**config.mk**
```make
export PLATFORM = sky130hd
export DESIGN_NAME = nb_addr_match
export DESIGN_NICKNAME = d
export VERILOG_FILES = /design/src/rtl/nb_pkg.sv /design/src/rtl/nb_slot_cmp.sv /design/src/rtl/nb_sticky_flag.sv /design/src/rtl/nb_irq_prio.sv /design/src/rtl/nb_addr_match.sv
export SDC_FILE = /design/constraint.sdc
export NUM_CORES = 1
export LEC_CHECK = 0
export BUFFER_PORTS_ARGS = -buffer_cell sky130_fd_sc_hd__buf_2
export CORE_MARGIN = 3
export CORE_UTILIZATION = 32
export CTS_CLUSTER_DIAMETER = 150
export CTS_CLUSTER_SIZE = 24
export DETAILED_ROUTE_END_ITERATION = 7
export PLACE_DENSITY = 0.76
export SLEW_MARGIN = 30
export SYNTH_ARGS = -nofsm -noshare
export SYNTH_HDL_FRONTEND = slang
export SYNTH_HIERARCHICAL = 1
export SYNTH_SLANG_ARGS = --single-unit
```
**constraint.sdc**
```tcl
create_clock -name clk -period 1.05 [get_ports clk]
set_input_delay 0.21 -clock clk [delete_from_list [all_inputs] [get_ports clk]]
set_output_delay 0.21 -clock clk [all_outputs]
set_load 0.01 [all_outputs]
```
**src/rtl/nb_pkg.sv**
```systemverilog
package nb_pkg;
  localparam int NB_CHR_W = 9;
  localparam int NB_SLOTS = 4;
  localparam int NB_ERR_W = 3;

  typedef enum logic [1:0] {
    IRQ_NONE  = 2'b00,
    IRQ_ERR   = 2'b01,
    IRQ_ADDR  = 2'b10,
    IRQ_MATCH = 2'b11
  } irq_code_e;
endpackage

```
**src/rtl/nb_slot_cmp.sv**
```systemverilog
module nb_slot_cmp #(
  parameter int CHR_W = nb_pkg::NB_CHR_W
) (
  input  logic [CHR_W-1:0] pat,
  input  logic             en,
  input  logic [CHR_W-1:0] data,
  output logic             hit
);
  // full-width compare: address bit included
  always_comb hit = en && (data == pat);
endmodule

```
**src/rtl/nb_sticky_flag.sv**
```systemverilog
module nb_sticky_flag (
  input  logic clk,
  input  logic rst_n,
  input  logic set,
  input  logic clr,
  output logic q
);
  always_ff @(posedge clk or negedge rst_n) begin
    if (!rst_n)   q <= 1'b0;
    else if (set) q <= 1'b1;
    else if (clr) q <= 1'b0;
  end

  assert_hold_R7: assert property (@(posedge clk) disable iff (!rst_n)
    (q && !clr) |=> q);
  assert_clear_R7: assert property (@(posedge clk) disable iff (!rst_n)
    (clr && !set) |=> !q);
  assert_set_R7: assert property (@(posedge clk) disable iff (!rst_n)
    set |=> q);
endmodule

```
**src/rtl/nb_irq_prio.sv**
```systemverilog
module nb_irq_prio (
  input  logic              req_err,
  input  logic              req_addr,
  input  logic              req_match,
  output nb_pkg::irq_code_e code
);
  import nb_pkg::*;
  always_comb begin
    if (req_err)        code = IRQ_ERR;
    else if (req_addr)  code = IRQ_ADDR;
    else if (req_match) code = IRQ_MATCH;
    else                code = IRQ_NONE;
  end
endmodule

```
**src/rtl/nb_addr_match.sv**
```systemverilog
module nb_addr_match #(
  parameter int CHR_W = nb_pkg::NB_CHR_W,
  parameter int SLOTS = nb_pkg::NB_SLOTS,
  parameter int ERR_W = nb_pkg::NB_ERR_W
) (
  input  logic                   clk,
  input  logic                   rst_n,
  input  logic                   chr_valid,
  output logic                   chr_ready,
  input  logic [CHR_W-1:0]       chr_data,
  input  logic [ERR_W-1:0]       chr_err,
  input  logic [SLOTS*CHR_W-1:0] slot_pat,
  input  logic [SLOTS-1:0]       slot_en,
  input  logic                   irq_en_err,
  input  logic                   irq_en_addr,
  input  logic                   irq_en_match,
  input  logic                   status_rd,
  output logic                   flag_err,
  output logic                   flag_addr,
  output logic                   flag_match,
  output logic [SLOTS-1:0]       slot_hits,
  output logic                   irq_err,
  output logic                   irq_addr,
  output logic                   irq_match,
  output logic [1:0]             irq_code
);
  import nb_pkg::*;

  localparam int ADDR_BIT = CHR_W - 1;

  logic [SLOTS-1:0] cmp_hit;
  logic             ev_addr;
  logic             ev_err;
  irq_code_e        code_e;

  assign chr_ready = 1'b1;
  assign ev_addr   = chr_valid && chr_data[ADDR_BIT];
  assign ev_err    = chr_valid && (|chr_err);

  for (genvar i = 0; i < SLOTS; i++) begin : g_slot
    nb_slot_cmp #(.CHR_W(CHR_W)) u_cmp (
      .pat  (slot_pat[i*CHR_W +: CHR_W]),
      .en   (slot_en[i]),
      .data (chr_data),
      .hit  (cmp_hit[i])
    );
    nb_sticky_flag u_hit (
      .clk   (clk),
      .rst_n (rst_n),
      .set   (chr_valid && cmp_hit[i]),
      .clr   (status_rd),
      .q     (slot_hits[i])
    );
  end

  nb_sticky_flag u_addr (
    .clk (clk), .rst_n (rst_n), .set (ev_addr), .clr (status_rd), .q (flag_addr)
  );
  nb_sticky_flag u_err (
    .clk (clk), .rst_n (rst_n), .set (ev_err), .clr (status_rd), .q (flag_err)
  );

  assign flag_match = |slot_hits;
  assign irq_err    = flag_err   && irq_en_err;
  assign irq_addr   = flag_addr  && irq_en_addr;
  assign irq_match  = flag_match && irq_en_match;

  nb_irq_prio u_prio (
    .req_err   (irq_err),
    .req_addr  (irq_addr),
    .req_match (irq_match),
    .code      (code_e)
  );
  assign irq_code = code_e;

  assert_addr_cause_R2: assert property (@(posedge clk) disable iff (!rst_n)
    $rose(flag_addr) |-> $past(chr_valid && chr_data[ADDR_BIT]));
  assert_err_cause_R6: assert property (@(posedge clk) disable iff (!rst_n)
    $rose(flag_err) |-> $past(chr_valid && (|chr_err)));
  assert_no_disabled_hit_R4: assert property (@(posedge clk) disable iff (!rst_n)
    (chr_valid && slot_en == '0 && !status_rd) |=> $stable(slot_hits));
  assert_idle_quiet_R1: assert property (@(posedge clk) disable iff (!rst_n)
    (!chr_valid && !status_rd) |=> ($stable(slot_hits) && $stable(flag_addr) && $stable(flag_err)));
  assert_err_first_R9: assert property (@(posedge clk) disable iff (!rst_n)
    (irq_code != 2'b01) |-> !irq_err);
endmodule

```
## Word level (Yosys, flattened, before mapping)

Index checks and enable logic that the tools add are counted.

- Bits in registers: 6
- Output and inout bits: 13
- Logic and storage cells: 41

- Equal/unequal tests: 4
- Muxes and demuxes: 10
- Reduce and logical (&&, ||, !) cells: 21

Operators with widths:

| operator | number |
|---|---|
| equality test 9 bit | 4 |
| logical AND 1 bit | 13 |
| nonzero test 2 bit | 6 |
| 2-to-1 mux 1 bit | 7 |
| 2-to-1 mux 2 bit | 3 |
| OR reduction 4 bit | 1 |
| OR reduction 3 bit | 1 |

## Logic depth before layout (Yosys ltp)

- Depth in word-level cells: 5
- Gate-level depth with buffers: 5
- Mapped depth without buffers: 5

## Cells and area by module

Netlist, hierarchy kept.

By module, submodules not included:

| module | instances | cells an instance | area each (um2) |
|---|---|---|---|
| nb_slot_cmp | 4 | 13 | 105.1 |
| nb_sticky_flag | 6 | 3 | 36.3 |
| nb_addr_match | 1 | 12 | 82.6 |
| nb_irq_prio | 1 | 4 | 18.8 |

## Worst setup path after synthesis

OpenSTA, ideal clock, no wires.

- Path type: register to output
- Start: reg g_slot[3].u_hit.q
- End: out irq_code[0]
- Arrival time: 1,112 ps
- Required time: 840 ps
- Setup slack: -272 ps
- Cell stages (with the launch flop): 3
- Path through: dfrtp_1 > o41a_1 > a21o_1

- Longest elaborated chain between the ends: 5

RTL lines:

| element | RTL line | text |
|---|---|---|
| start: declaration | nb_sticky_flag.sv:6 | `output logic q` |
| start signal: assignment | nb_sticky_flag.sv:9 | `if (!rst_n) q <= 1'b0;` |
| start signal: assignment | nb_sticky_flag.sv:10 | `else if (set) q <= 1'b1;` |
| start signal: assignment | nb_sticky_flag.sv:11 | `else if (clr) q <= 1'b0;` |
| OR reduction 4 bit | nb_addr_match.sv:63 | `assign flag_match = \|slot_hits;` |
| logical AND 1 bit | nb_addr_match.sv:66 | `assign irq_match = flag_match && irq_en_match;` |
| named net irq_match | nb_addr_match.sv:24 | `output logic irq_match,` |
| 2-to-1 mux 2 bit | nb_irq_prio.sv:11 | `else if (req_match) code = IRQ_MATCH;` |
| 2-to-1 mux 2 bit | nb_irq_prio.sv:10 | `else if (req_addr) code = IRQ_ADDR;` |
| 2-to-1 mux 2 bit | nb_irq_prio.sv:9 | `if (req_err) code = IRQ_ERR;` |
| end: declaration | nb_addr_match.sv:25 | `output logic [1:0] irq_code` |

The timed path passes the listed nets, and every way through them passes these cells.

## Worst setup path in the final report

- Start: reg g_slot[2].u_hit.q
- End: out irq_code[0]

- Longest elaborated chain between the ends: 5

RTL lines:

| element | RTL line |
|---|---|
| start: declaration | nb_sticky_flag.sv:6 |
| start signal: assignment | nb_sticky_flag.sv:9 |
| start signal: assignment | nb_sticky_flag.sv:10 |
| start signal: assignment | nb_sticky_flag.sv:11 |
| OR reduction 4 bit | nb_addr_match.sv:63 |
| logical AND 1 bit | nb_addr_match.sv:66 |
| 2-to-1 mux 2 bit | nb_irq_prio.sv:11 |
| 2-to-1 mux 2 bit | nb_irq_prio.sv:10 |
| 2-to-1 mux 2 bit | nb_irq_prio.sv:9 |

No other way between the ends.

==> reports/metrics.yaml <==
floorplanning:
  die_w_um: 54.07
  core_area_mm2: 0.002082
  dieArea_mm2: 0.002924
  initial_utilization_pct: 35.52
  die_y_um: 54.07
  io_pins: 72
  rows: 16
run_status:
  status: "finished with violations"
  violations: "negative setup slack"
place:
  portBuffers: 70
  hpwl_um: 1995
  placed_area_mm2: 0.001161
  gp_congestion: 0.7476
  dp.cells: 188
  place_ws_ns: -0.2719
detailed_routing:
  detail-route-antenna-nets: 0
  wl_um: 2154
  avgRoutedWirePerCell_um: 10.93
  num_vias: 879
  dr.pass1.iters: 1
  drc: 0
  drtIter0Drc: 0
  vias_per_cell: 4.462
clocking:
  clockBufferDepth: 2
  clk_pin_slew_ns: 0.04
  cts.sinks: 6
  cts.htree.levels: 1
  clkLatencyLatePin_ns: 0.23
  cts_root_buf: "clkbuf_4"
  cts_tree: "done"
  cts-buffers-inserted: 3
sta:
  setup_slack_ns: -0.5266
  setup_viol: 9
  slew_violations: 0
  rsz0062_at_grt: "yes"
  fin_skew_ns: 0
  period_needed_ns: 1.577
  finalCritPeriodShare_pct: 150.2
  max_freq_ghz: 0.6343
  finalHoldViolations: 0
cells_and_area:
  insertedDiodeCount: 0
  final_area_mm2: 0.001274
  stdcell_count: 197
  syn_to_final_growth_pct: 72.25
  final_nets: 231
  final_util_pct: 61.18
  layout-drive-gt1-share_pct: 52.35
pwr:
  p_switching_mw: 0.2421
  power.total_mw: 0.8489
  clkPwrFrac_pct: 23.2
  ir_drop_mv: 0.4397
  intPower_mw: 0.6069
  p_comb_share_pct: 48.0
  power.share.switching_pct: 28.52
  p_leak_nw: 0.6823
  power_density_mw_per_mm2: 666.5
  p_seq_share_pct: 28.8
global_routing:
  grt_usage_pct: 15.31
  grt_pass1_wl_um: 3374
  antenna_found_initial: 0
  grt_pass1_vias: 888
  grt_overflow: 0
  grt_max_degree: 7
synthesis:
  netlist_area_um2: 739.5
  synth_fp_nets: 145
  synth_area_per_cell_um2: 8.598
  syn_inst: 86
  ys_ff_latch: 6
  yosys.cell_types.count: 14
  yosys_warnings: 6
  synth-seq-area-share_pct: 20.30
critical_path:
  path_max_fanout: 4
  critPathKind: "reg2out"
  worstPathRequired_ns: 0.84
  r2r-start: "u_addr/q"
  cp_data_arrival_time_ns: 1.37
  start_kind: "flop"
  crit_path_start: "g_slot[2].u_hit/q"
  endpoint_kind: "output pin"
worst_hold_path:
  hp-class: "in2reg"
  hp-start: "chr_err[2]"
run:
  drv_cap: 0
worst max-delay path: stages (launching register included):
cell	delay (ns)
dfrtp_1	0.39
o41a_1	0.45
a21o_1	0.16
buf_2	0.13
layout make-up:
class / instances / area [um^2]
sequential: 6 / 150.1
tap: 27 / 33.78
multi-input combinational: 72 / 558.0
inverter: 7 / 26.28
fill: 212 / 808.3
timing repair buffer: 82 / 483.0
clock buffer: 3 / 22.52
stage by stage:
stage	hold slack [ns]	setup TNS, ns
2_1_floorplan	-0.08559	-0.7173
3_3_place_gp	0.03477	-0.9414
3_5_place_dp	0.03411	-1.085
4_1_cts	0.2620	-2.198
5_1_grt	0.2680	-2.554
6_report	0.2647	-2.201
worst paths after layout:
kind	endpoint	slack, ns	cells after the start
max in group asynchronous	u_err/q	0.58	2
worst min-delay path	u_err/q	0.26	3
worst min register to register	g_slot[0].u_hit/q	0.60	2
min in group asynchronous	g_slot[3].u_hit/q	0.34	2
worst max register to register	u_addr/q	0.06	4
worst max-delay path	irq_code[0]	-0.53	3
power by group through the flow:
| stage | Sequential (mW) | Combinational (mW) | Clock (mW) |
|---|---|---|---|
| after global placement | 0.245 | 0.365 | 0 |
| after global routing | 0.245 | 0.449 | 0.216 |
| after detailed placement | 0.246 | 0.376 | 0 |
| after floorplan | 0.250 | 0.176 | 0 |
| after CTS | 0.244 | 0.406 | 0.207 |
| final | 0.244 | 0.408 | 0.197 |
flip-flops by register name, summed over array words and instances (netlist names):
signal and flops:
u_err/q 1, g_slot.u_hit/q 4, u_addr/q 1
cells by family (layout without fill, tap and decap cells):
logic type / Yosys count / in the layout / share of synthesized area [%]
XOR/XNOR: 36 / 36 / 42.64
AND/OR/NAND/NOR: 26 / 26 / 22.17
AO/OA/AOI/OAI: 9 / 9 / 9.814
buffers and inverters: 8 / 92 / 4.570
flip-flops: 6 / 6 / 20.30
other: 1 / 1 / 0.5071
placed cells by master (no fill, tap or decap):
cell           netlist  layout
and2_1               7       6
xnor2_1             36      36
a21o_1               7       7
buf_2                0      66
dlygate4sd3_1        0       1
nor3_2               4       4
o31a_1               1       1
conb_1               1       1
nor2_1               2       2
inv_1                7       7
buf_6                0       8
clkbuf_4             0       3
o41a_1               1       1
dfrtp_1              6       6
nand2_1              4       4
buf_4                1       7
and2_4               0       1
nand4_1              8       8
or4_1                1       1
cell usage after synthesis:
cell type	count	area, um^2
xnor2_1	36	315.3
dfrtp_1	6	150.1
nand2_1	4	15.01
and2_1	7	43.79
conb_1	1	3.750
o31a_1	1	8.760
buf_4	1	7.510
nor2_1	2	7.510
o41a_1	1	11.26
inv_1	7	26.28
a21o_1	7	52.55
nor3_2	4	40.04
or4_1	1	7.510
nand4_1	8	50.05
routing by layer:
metal	vias to the layer above	share of wire, %	track usage [%]
met5	-	0	0
met4	0	0	3.734
met2	44	55	31.45
li1	453	-	-
met3	0	9.9	3.047
met1	382	35	15.21
what timing repair did:
item	CTS	global route
cloned	0	0
endpoints found under the setup margin	9	10
hold endpoints to repair	6	0
pin swaps	2	2
hold buffers	1	0
gates resized for setup	7	2
setup buffers	3	2
No activity file was read; power rests on OpenSTA's default activity.
